<file path="src/rtl/mute_pin_pkg.sv">
package mute_pin_pkg;

  typedef enum logic [1:0] {
    ST_OFF   = 2'd0,
    ST_PRIME = 2'd1,
    ST_RUN   = 2'd2
  } ctrlState_t;

  // strobes from control to datapath
  typedef struct packed {
    logic sampleTick;
    logic clearAll;
  } dpStrobe_t;

endpackage

</file>
<file path="src/rtl/mute_pin_datapath.sv">
module mute_pin_datapath
  import mute_pin_pkg::*;
#(
  parameter int NUM_CH       = 6,
  parameter int SAMPLE_W     = 24,
  parameter int ZERO_RUN     = 8192,
  parameter int HOLD_STROBES = 1024
) (
  input  logic                       clk,
  input  logic                       rstN,
  input  dpStrobe_t                  strobe,
  input  logic [NUM_CH*SAMPLE_W-1:0] sampleData,
  input  logic                       clockError,
  output logic                       allZero,
  output logic                       faultActive
);

  localparam int RUN_W  = $clog2(ZERO_RUN + 1);
  localparam int HOLD_W = $clog2(HOLD_STROBES + 1);

  logic [NUM_CH-1:0] chanQuiet;

  // one saturating silence counter per channel
  for (genvar ch = 0; ch < NUM_CH; ch++) begin : g_chan
    logic [RUN_W-1:0] runCnt;
    logic             isZero;

    assign isZero = (sampleData[ch*SAMPLE_W +: SAMPLE_W] == '0);

    always_ff @(posedge clk or negedge rstN) begin
      if (!rstN) begin
        runCnt <= '0;
      end else if (strobe.clearAll) begin
        runCnt <= '0;
      end else if (strobe.sampleTick) begin
        if (!isZero) begin
          runCnt <= '0;
        end else if (runCnt != RUN_W'(ZERO_RUN)) begin
          runCnt <= runCnt + RUN_W'(1);
        end
      end
    end

    assign chanQuiet[ch] = (runCnt == RUN_W'(ZERO_RUN));
  end

  assign allZero = &chanQuiet;

  // fault hold: reload while the flag is up, drain on strobes afterwards
  logic [HOLD_W-1:0] holdCnt;

  always_ff @(posedge clk or negedge rstN) begin
    if (!rstN) begin
      holdCnt <= '0;
    end else if (strobe.clearAll) begin
      holdCnt <= '0;
    end else if (clockError) begin
      holdCnt <= HOLD_W'(HOLD_STROBES);
    end else if (strobe.sampleTick && holdCnt != '0) begin
      holdCnt <= holdCnt - HOLD_W'(1);
    end
  end

  assign faultActive = clockError | (holdCnt != '0);

endmodule

</file>
<file path="src/rtl/mute_pin_control.sv">
module mute_pin_control
  import mute_pin_pkg::*;
(
  input  logic      clk,
  input  logic      rstN,
  input  logic      powerDown,
  input  logic      powerUpDone,
  input  logic      autoMode,
  input  logic      manualLevel,
  input  logic      sampleValid,
  input  logic      allZero,
  input  logic      faultActive,
  output dpStrobe_t strobe,
  output logic      mutePin,
  output logic      mutePinOe,
  output logic      runFlag,
  output logic      modeAuto
);

  ctrlState_t state, stateNext;
  logic       active;
  logic       autoMute;

  assign active = !powerDown && powerUpDone;

  always_comb begin
    stateNext = state;
    if (!active) begin
      stateNext = ST_OFF;
    end else begin
      case (state)
        ST_OFF:   stateNext = ST_PRIME;
        ST_PRIME: stateNext = sampleValid ? ST_RUN : ST_PRIME;
        ST_RUN:   stateNext = ST_RUN;
        default:  stateNext = ST_OFF;
      endcase
    end
  end

  always_ff @(posedge clk or negedge rstN) begin
    if (!rstN) begin
      state <= ST_OFF;
    end else begin
      state <= stateNext;
    end
  end

  // mode is re-sampled only on sample strobes
  always_ff @(posedge clk or negedge rstN) begin
    if (!rstN) begin
      modeAuto <= 1'b0;
    end else if (sampleValid) begin
      modeAuto <= autoMode;
    end
  end

  assign strobe.sampleTick = sampleValid;
  assign strobe.clearAll   = (state == ST_OFF);

  assign autoMute  = allZero | faultActive;
  assign runFlag   = (state == ST_RUN);
  assign mutePinOe = (state != ST_OFF);
  assign mutePin   = runFlag & (modeAuto ? autoMute : manualLevel);

endmodule

</file>
<file path="src/rtl/mute_pin_ctrl.sv">
module mute_pin_ctrl
  import mute_pin_pkg::*;
#(
  parameter int NUM_CH       = 6,
  parameter int SAMPLE_W     = 24,
  parameter int ZERO_RUN     = 8192,
  parameter int HOLD_STROBES = 1024
) (
  input  logic                       clk,
  input  logic                       rstN,
  input  logic                       powerDown,
  input  logic                       powerUpDone,
  input  logic                       autoMode,
  input  logic                       manualLevel,
  input  logic [NUM_CH*SAMPLE_W-1:0] sampleData,
  input  logic                       sampleValid,
  input  logic                       clockError,
  output logic                       mutePin,
  output logic                       mutePinOe
);

  dpStrobe_t strobe;
  logic      allZero;
  logic      faultActive;
  logic      runFlag;
  logic      modeAuto;

  mute_pin_control u_control (
    .clk         (clk),
    .rstN        (rstN),
    .powerDown   (powerDown),
    .powerUpDone (powerUpDone),
    .autoMode    (autoMode),
    .manualLevel (manualLevel),
    .sampleValid (sampleValid),
    .allZero     (allZero),
    .faultActive (faultActive),
    .strobe      (strobe),
    .mutePin     (mutePin),
    .mutePinOe   (mutePinOe),
    .runFlag     (runFlag),
    .modeAuto    (modeAuto)
  );

  mute_pin_datapath #(
    .NUM_CH       (NUM_CH),
    .SAMPLE_W     (SAMPLE_W),
    .ZERO_RUN     (ZERO_RUN),
    .HOLD_STROBES (HOLD_STROBES)
  ) u_datapath (
    .clk         (clk),
    .rstN        (rstN),
    .strobe      (strobe),
    .sampleData  (sampleData),
    .clockError  (clockError),
    .allZero     (allZero),
    .faultActive (faultActive)
  );

endmodule

</file>
<file path="config.mk">
export PLATFORM = sky130hd
export DESIGN_NAME = mute_pin_ctrl
export DESIGN_NICKNAME = d
export VERILOG_FILES = /design/src/rtl/mute_pin_pkg.sv /design/src/rtl/mute_pin_datapath.sv /design/src/rtl/mute_pin_control.sv /design/src/rtl/mute_pin_ctrl.sv
export SDC_FILE = /design/constraint.sdc
export NUM_CORES = 1
export LEC_CHECK = 0
export BUFFER_PORTS_ARGS = -buffer_cell sky130_fd_sc_hd__buf_2
export CORE_ASPECT_RATIO = 1.5
export CORE_MARGIN = 2
export CORE_UTILIZATION = 54
export DETAILED_ROUTE_END_ITERATION = 10
export HOLD_SLACK_MARGIN = 0.1
export PLACE_DENSITY = 0.8
export SYNTH_ARGS = -nofsm -noshare
export SYNTH_HDL_FRONTEND = slang
export SYNTH_SLANG_ARGS = --single-unit
</file>
<file path="constraint.sdc">
create_clock -name clk -period 3 [get_ports clk]
set_clock_uncertainty 0.15 [all_clocks]
set_input_delay 0.9 -clock clk [delete_from_list [all_inputs] [get_ports clk]]
set_output_delay 0.9 -clock clk [all_outputs]
set_load 0.02 [all_outputs]
</file>
# Yosys cells after proc, flatten, opt, wreduce, memory -nomap -nowiden
# Index checks and enable logic that the tools add are counted.
dict set report totals {
  input_bits 152
  ff_bits 98
}
dict set report op_classes {
  reduce_logical 21
  eq_ne 20
  addsub 7
  n_mux 31
  n_bitwise 3
}
# op count
set ops {}
lappend ops {{two-way mux 14 bit} 24}
lappend ops {{zero test 24 bit} 6}
lappend ops {{adder 14 x 1 -> 14 bit, second input constant} 6}
lappend ops {{equality test 14 bit, second input constant} 6}
lappend ops {{inequality test 14 bit, second input constant} 6}
lappend ops {{two-way mux 11 bit} 3}
lappend ops {{inequality test 3 bit, second input constant} 6}
lappend ops {{AND reduction 2 bit} 6}
lappend ops {{nonzero test 11 bit} 1}
lappend ops {{subtractor 11 x 1 -> 11 bit, second input constant} 1}
lappend ops {{one-hot mux 2 bit (3 select lines)} 1}
lappend ops {{AND reduction 6 bit} 1}
lappend ops {{two-way mux 2 bit} 2}
lappend ops {{nonzero test 2 bit} 2}
lappend ops {{nonzero test 3 bit} 1}
lappend ops {{equality test 2 x 1 -> 1 bit, second input constant} 1}
lappend ops {{equality test 2 bit, second input constant} 1}
lappend ops {{logical AND 1 bit} 2}
lappend ops {{zero test 2 bit} 1}
lappend ops {{OR 1 bit} 2}
lappend ops {{bitwise AND 1 bit} 1}
lappend ops {{zero test 1 bit} 1}
lappend ops {{two-way mux 1 bit} 1}

# Logic depth before layout (Yosys ltp)
dict set report logic_depth {
  depth_word 5
  depth_mapped 9
  ltp_nobuf 7
}

# Cells and area by module
# From an unflattened synthesis, not the netlist that was laid out.
dict set report unflattened {
  hier_cells 664
  hier_area_um2 5923.2
}
# module seq_area_each_um2 n_inst area_each_um2 cells_per_inst
set modules_own_cells {}
lappend modules_own_cells {mute_pin_datapath 2377.3 1 5755.5 648}
lappend modules_own_cells {mute_pin_control 75.1 1 167.7 16}

# Worst setup path before layout
# No wires, ideal clock.
dict set report synth_timing {
  path_kind {register to output}
  start {reg u_datapath.g_chan[0].runCnt[0]}
  end {out mutePin}
  slack_ns 0.116
  arrival_time_ns 1.834
  path_stages_with_launch 8
  cell_sequence {dfrtp_1 inv_1 ha_1 nor4b_1 nand4_1 nor4_1 a211oi_1 nor3_1}
}
dict set report synth_via {
  elab_chain_len 5
}
# element line
set synth_lines {}
lappend synth_lines {{start, declared} mute_pin_datapath.sv:25} ;# logic [RUN_W-1:0] runCnt;
lappend synth_lines {{start signal, assigned} mute_pin_datapath.sv:39} ;# runCnt <= runCnt + RUN_W'(1);
lappend synth_lines {{equality test 14 bit} mute_pin_datapath.sv:44} ;# assign chanQuiet[ch] = (runCnt == RUN_W'(ZERO_RUN));
lappend synth_lines {{AND reduction 6 bit} mute_pin_datapath.sv:47} ;# assign allZero = &chanQuiet;
lappend synth_lines {{OR 1 bit} mute_pin_control.sv:60} ;# assign autoMute = allZero | faultActive;
lappend synth_lines {{two-way mux 1 bit} mute_pin_control.sv:63} ;# assign mutePin = runFlag & (modeAuto ? autoMute : manualLevel);
lappend synth_lines {{bitwise AND 1 bit} mute_pin_control.sv:63}
lappend synth_lines {{end, declared} mute_pin_ctrl.sv:18} ;# output logic mutePin,
# No other way between the ends.

# Worst setup path after layout
dict set report layout_timing {
  start {reg u_datapath.g_chan[5].runCnt[5]}
  end {out mutePin}
}
dict set report layout_via {
  elab_chain_len 5
}
# element line
set layout_lines {}
lappend layout_lines {{start, declared} mute_pin_datapath.sv:25}
lappend layout_lines {{start signal, assigned} mute_pin_datapath.sv:39}
lappend layout_lines {{equality test 14 bit} mute_pin_datapath.sv:44}
lappend layout_lines {{AND reduction 6 bit} mute_pin_datapath.sv:47}
lappend layout_lines {{OR 1 bit} mute_pin_control.sv:60}
lappend layout_lines {{two-way mux 1 bit} mute_pin_control.sv:63}
lappend layout_lines {{bitwise AND 1 bit} mute_pin_control.sv:63}
# No other way between the ends.

==> flow_metrics.tcl <==
set metrics [dict create \
    status "finished with violations" \
    violations "negative setup slack" \
    areaGrowthSynthToFinish_pct 25.4 \
    final_cells 1024 \
    postLayoutCoreUtil_pct 69.0 \
    dp_slack_ns -0.0227 \
    place_inst 1001 \
    fillers 842 \
    ys_seq_area_share_pct 40.8 \
    syn_nets 854 \
    place.gp.congestion 0.922 \
    ir_drop_mv 0.252 \
    tightest_slew_ns 0.890 \
    synth_compound_area_share_pct 17.8 \
    slew_viol_final 0 \
    finalSetupViolations 1 \
    max-slew-margin-rel_pct 40.1 \
    synth_top_flop_cell "dfrtp_1" \
    criticalPathCategory "reg -> out" \
    worstPathArrival_ns 2.29 \
    most-common-layout-cells "buf_2 (152), dfrtp_1 (98), nand2_1 (61)" \
    vias 6276 \
    cp-end-kind "output pin" \
    grt_max_degree 64 \
    start_kind "register" \
    grt_remaining_overflow 0 \
    die_w_um 90.2 \
    synth_top_family_by_area "simple AND/OR/NAND/NOR gates" \
    ctsHoldBuffers 0 \
    place_area_um2 7120 \
    synthMuxAreaShare_pct 1.87 \
    fin_area_um2 7540 \
    min_path_type "reg -> reg" \
    rsz0062_at_grt "yes" \
    synth_area_um2 6010 \
    die_h_um 133 \
    synthAdderAreaFrac_pct 2.70 \
    synth_xor_area_share_pct 2.04 \
    grt_pass1_vias 6165 \
    yosys.area.top_type "dfrtp_1" \
    cts_sinks 98 \
    antenna_found_initial 0 \
    io_pins 154 \
    yosys_warnings 0 \
    drc 0 \
    async_reset_ff_share_pct 100 \
    maxCapViolations 0 \
    hpwlAfterDp_um 12000 \
    ant_nets 0 \
    fin_crit_ns 3.34 \
    fp.coreArea_um2 10900 \
    synthSimpleGateAreaFrac_pct 31.0 \
    port_buffers 153 \
    clkLatencyLatePin_ns 0.35 \
    fin_hold_ws_ns 0.336 \
    drive_gt1_share_pct 27.7 \
    clockBufferDepth 2 \
    ys_ff_latch 98 \
    grt_pass1_wl_um 26900 \
    fin_crit_sh_pct 111 \
    syn-instance-count 689 \
    drt_pre_antenna_iters 5 \
    avgSynthCellArea_um2 8.73 \
    wire_per_inst_um 16.0 \
    cts_buffers 9 \
    p_leak_uw 0.00328 \
    start_util_pct 55.0 \
    netlist.area_leader.share_pct 40.8 \
    crit_required_ns 1.95 \
    timing.final.ws_setup_ns -0.339 \
    cts.reportedPaths.clkPinSlew_ns 0.07 \
    root_buffer "clkbuf_16" \
    cp_max_fo 4 \
    fmax_ghz 0.299 \
    r2r_slack_ns 0.46 \
    cts_tree "yes" \
    final_common_cell "buf_2" \
    routed_wl_um 16400 \
    h-tree-depth 3 \
    die_area_um2 12000 \
    synth_edf_count 0 \
    p_per_area_nw_per_um2 359 \
    vias_per_cell 6.13 \
    drtIter0Drc 326 \
    final_nets 1037 \
    synth_area_leaders "dfrtp_1 (41%), nor4_1 (5.2%), o21ai_0 (4.3%)" \
    hold_viol 0 \
    yosysUniqueCellTypes 68 \
    rows 47 \
    diodes 0 \
    grt_util_all_layers_pct 26.9 \
]
metal layers:
layer | global-route usage, % | vias up | wire length [um]
li1 | - | 2973 | -
met1 | 29.6 | 2957 | 6250
met2 | 50.3 | 298 | 8580
met3 | 5.09 | 48 | 1080
met4 | 11.8 | 0 | 487
met5 | 0 | - | 0
per-stage QoR:
step / total power (uW) / setup TNS (ns)
after floorplan: 1480 / 0
after global placement: 1630 / 0
after detailed placement: 1640 / -0.0227
after CTS: 2730 / -0.206
after global routing: 2820 / -0.417
final: 2710 / -0.339
state kept, by name, indices dropped and copies added, names as in the netlist:
name and cells:
u_control.modeAuto 1, u_control.state 2, u_datapath.g_chan.runCnt 84, u_datapath.holdCnt 11
final cells by class:
type	instances	area, um2	area share (%)
multi-input combinational	542	3420	45.4
sequential	98	2450	32.5
timing repair buffer	193	1090	14.5
clock buffer	9	225	2.99
tap	147	184	2.44
inverter	28	108	1.43
clock inverter	7	55.1	0.730
Yosys cell counts (5+ instances only):
master,number
nor4b_1,11
nor3_1,25
and4_1,5
nor4_1,50
xnor2_1,9
nand2_1,61
nor2_1,46
a21oi_1,42
nand4_1,23
or3_1,12
o21ai_0,52
nand3_1,45
ha_1,13
and3_1,17
a31oi_1,12
a21o_1,7
a22o_1,10
dfrtp_1,98
mux2i_1,9
nand2b_1,13
inv_1,27
xor2_1,5
o31ai_1,13
clkbuf_1,11
where the power goes:
| part | switching [uW] | leakage, uW | total, uW | internal (uW) |
|---|---|---|---|---|
| sequential | 6.63 | 0.00137 | 1330 | 1330 |
| clock | 523 | 0.000132 | 1090 | 568 |
| combinational | 155 | 0.00178 | 286 | 132 |
| total | 684 | 0.00328 | 2710 | 2030 |
cell families after synthesis:
family / Yosys count
buffers and inverters: 49
AOI/OAI and AO/OA: 167
DFF: 98
xor gates and xnor gates: 14
muxes: 11
adders and majority gates: 13
and+or+nand+nor: 337
final timing paths:
check                                                  end                             from  cells past startpoint
setup / recovery                                   mutePin   u_datapath.g_chan[5].runCnt[5]                      7
max in group asynchronous   u_datapath.g_chan[2].runCnt[2]                             rstN                      2
min in group asynchronous  u_datapath.g_chan[0].runCnt[13]                             rstN                      1
setup reg to reg            u_datapath.g_chan[0].runCnt[6]   u_datapath.g_chan[0].runCnt[0]                     10
hold / removal             u_datapath.g_chan[5].runCnt[13]  u_datapath.g_chan[5].runCnt[13]                      1
hold reg to reg            u_datapath.g_chan[5].runCnt[13]  u_datapath.g_chan[5].runCnt[13]                      1
timing repair:
| action | 4_1_cts | 5_1_grt |
|---|---|---|
| setup endpoints to repair | 1 | 1 |
| gates resized for setup | 8 | 7 |
| endpoints found under the hold margin | 0 | 0 |
| pin swaps | 7 | 8 |
| gates cloned | 0 | 0 |
| setup buffers | 3 | 4 |
critical path, stage by stage, from the launching register on:
cell and delay, ns:
dfrtp_1 0.41, nor4b_1 0.41, nand4_1 0.15, buf_4 0.18
nor4_4 0.32, a211oi_2 0.12, nor3_1 0.18, buf_2 0.19
(Power assumes the default switching activity.)
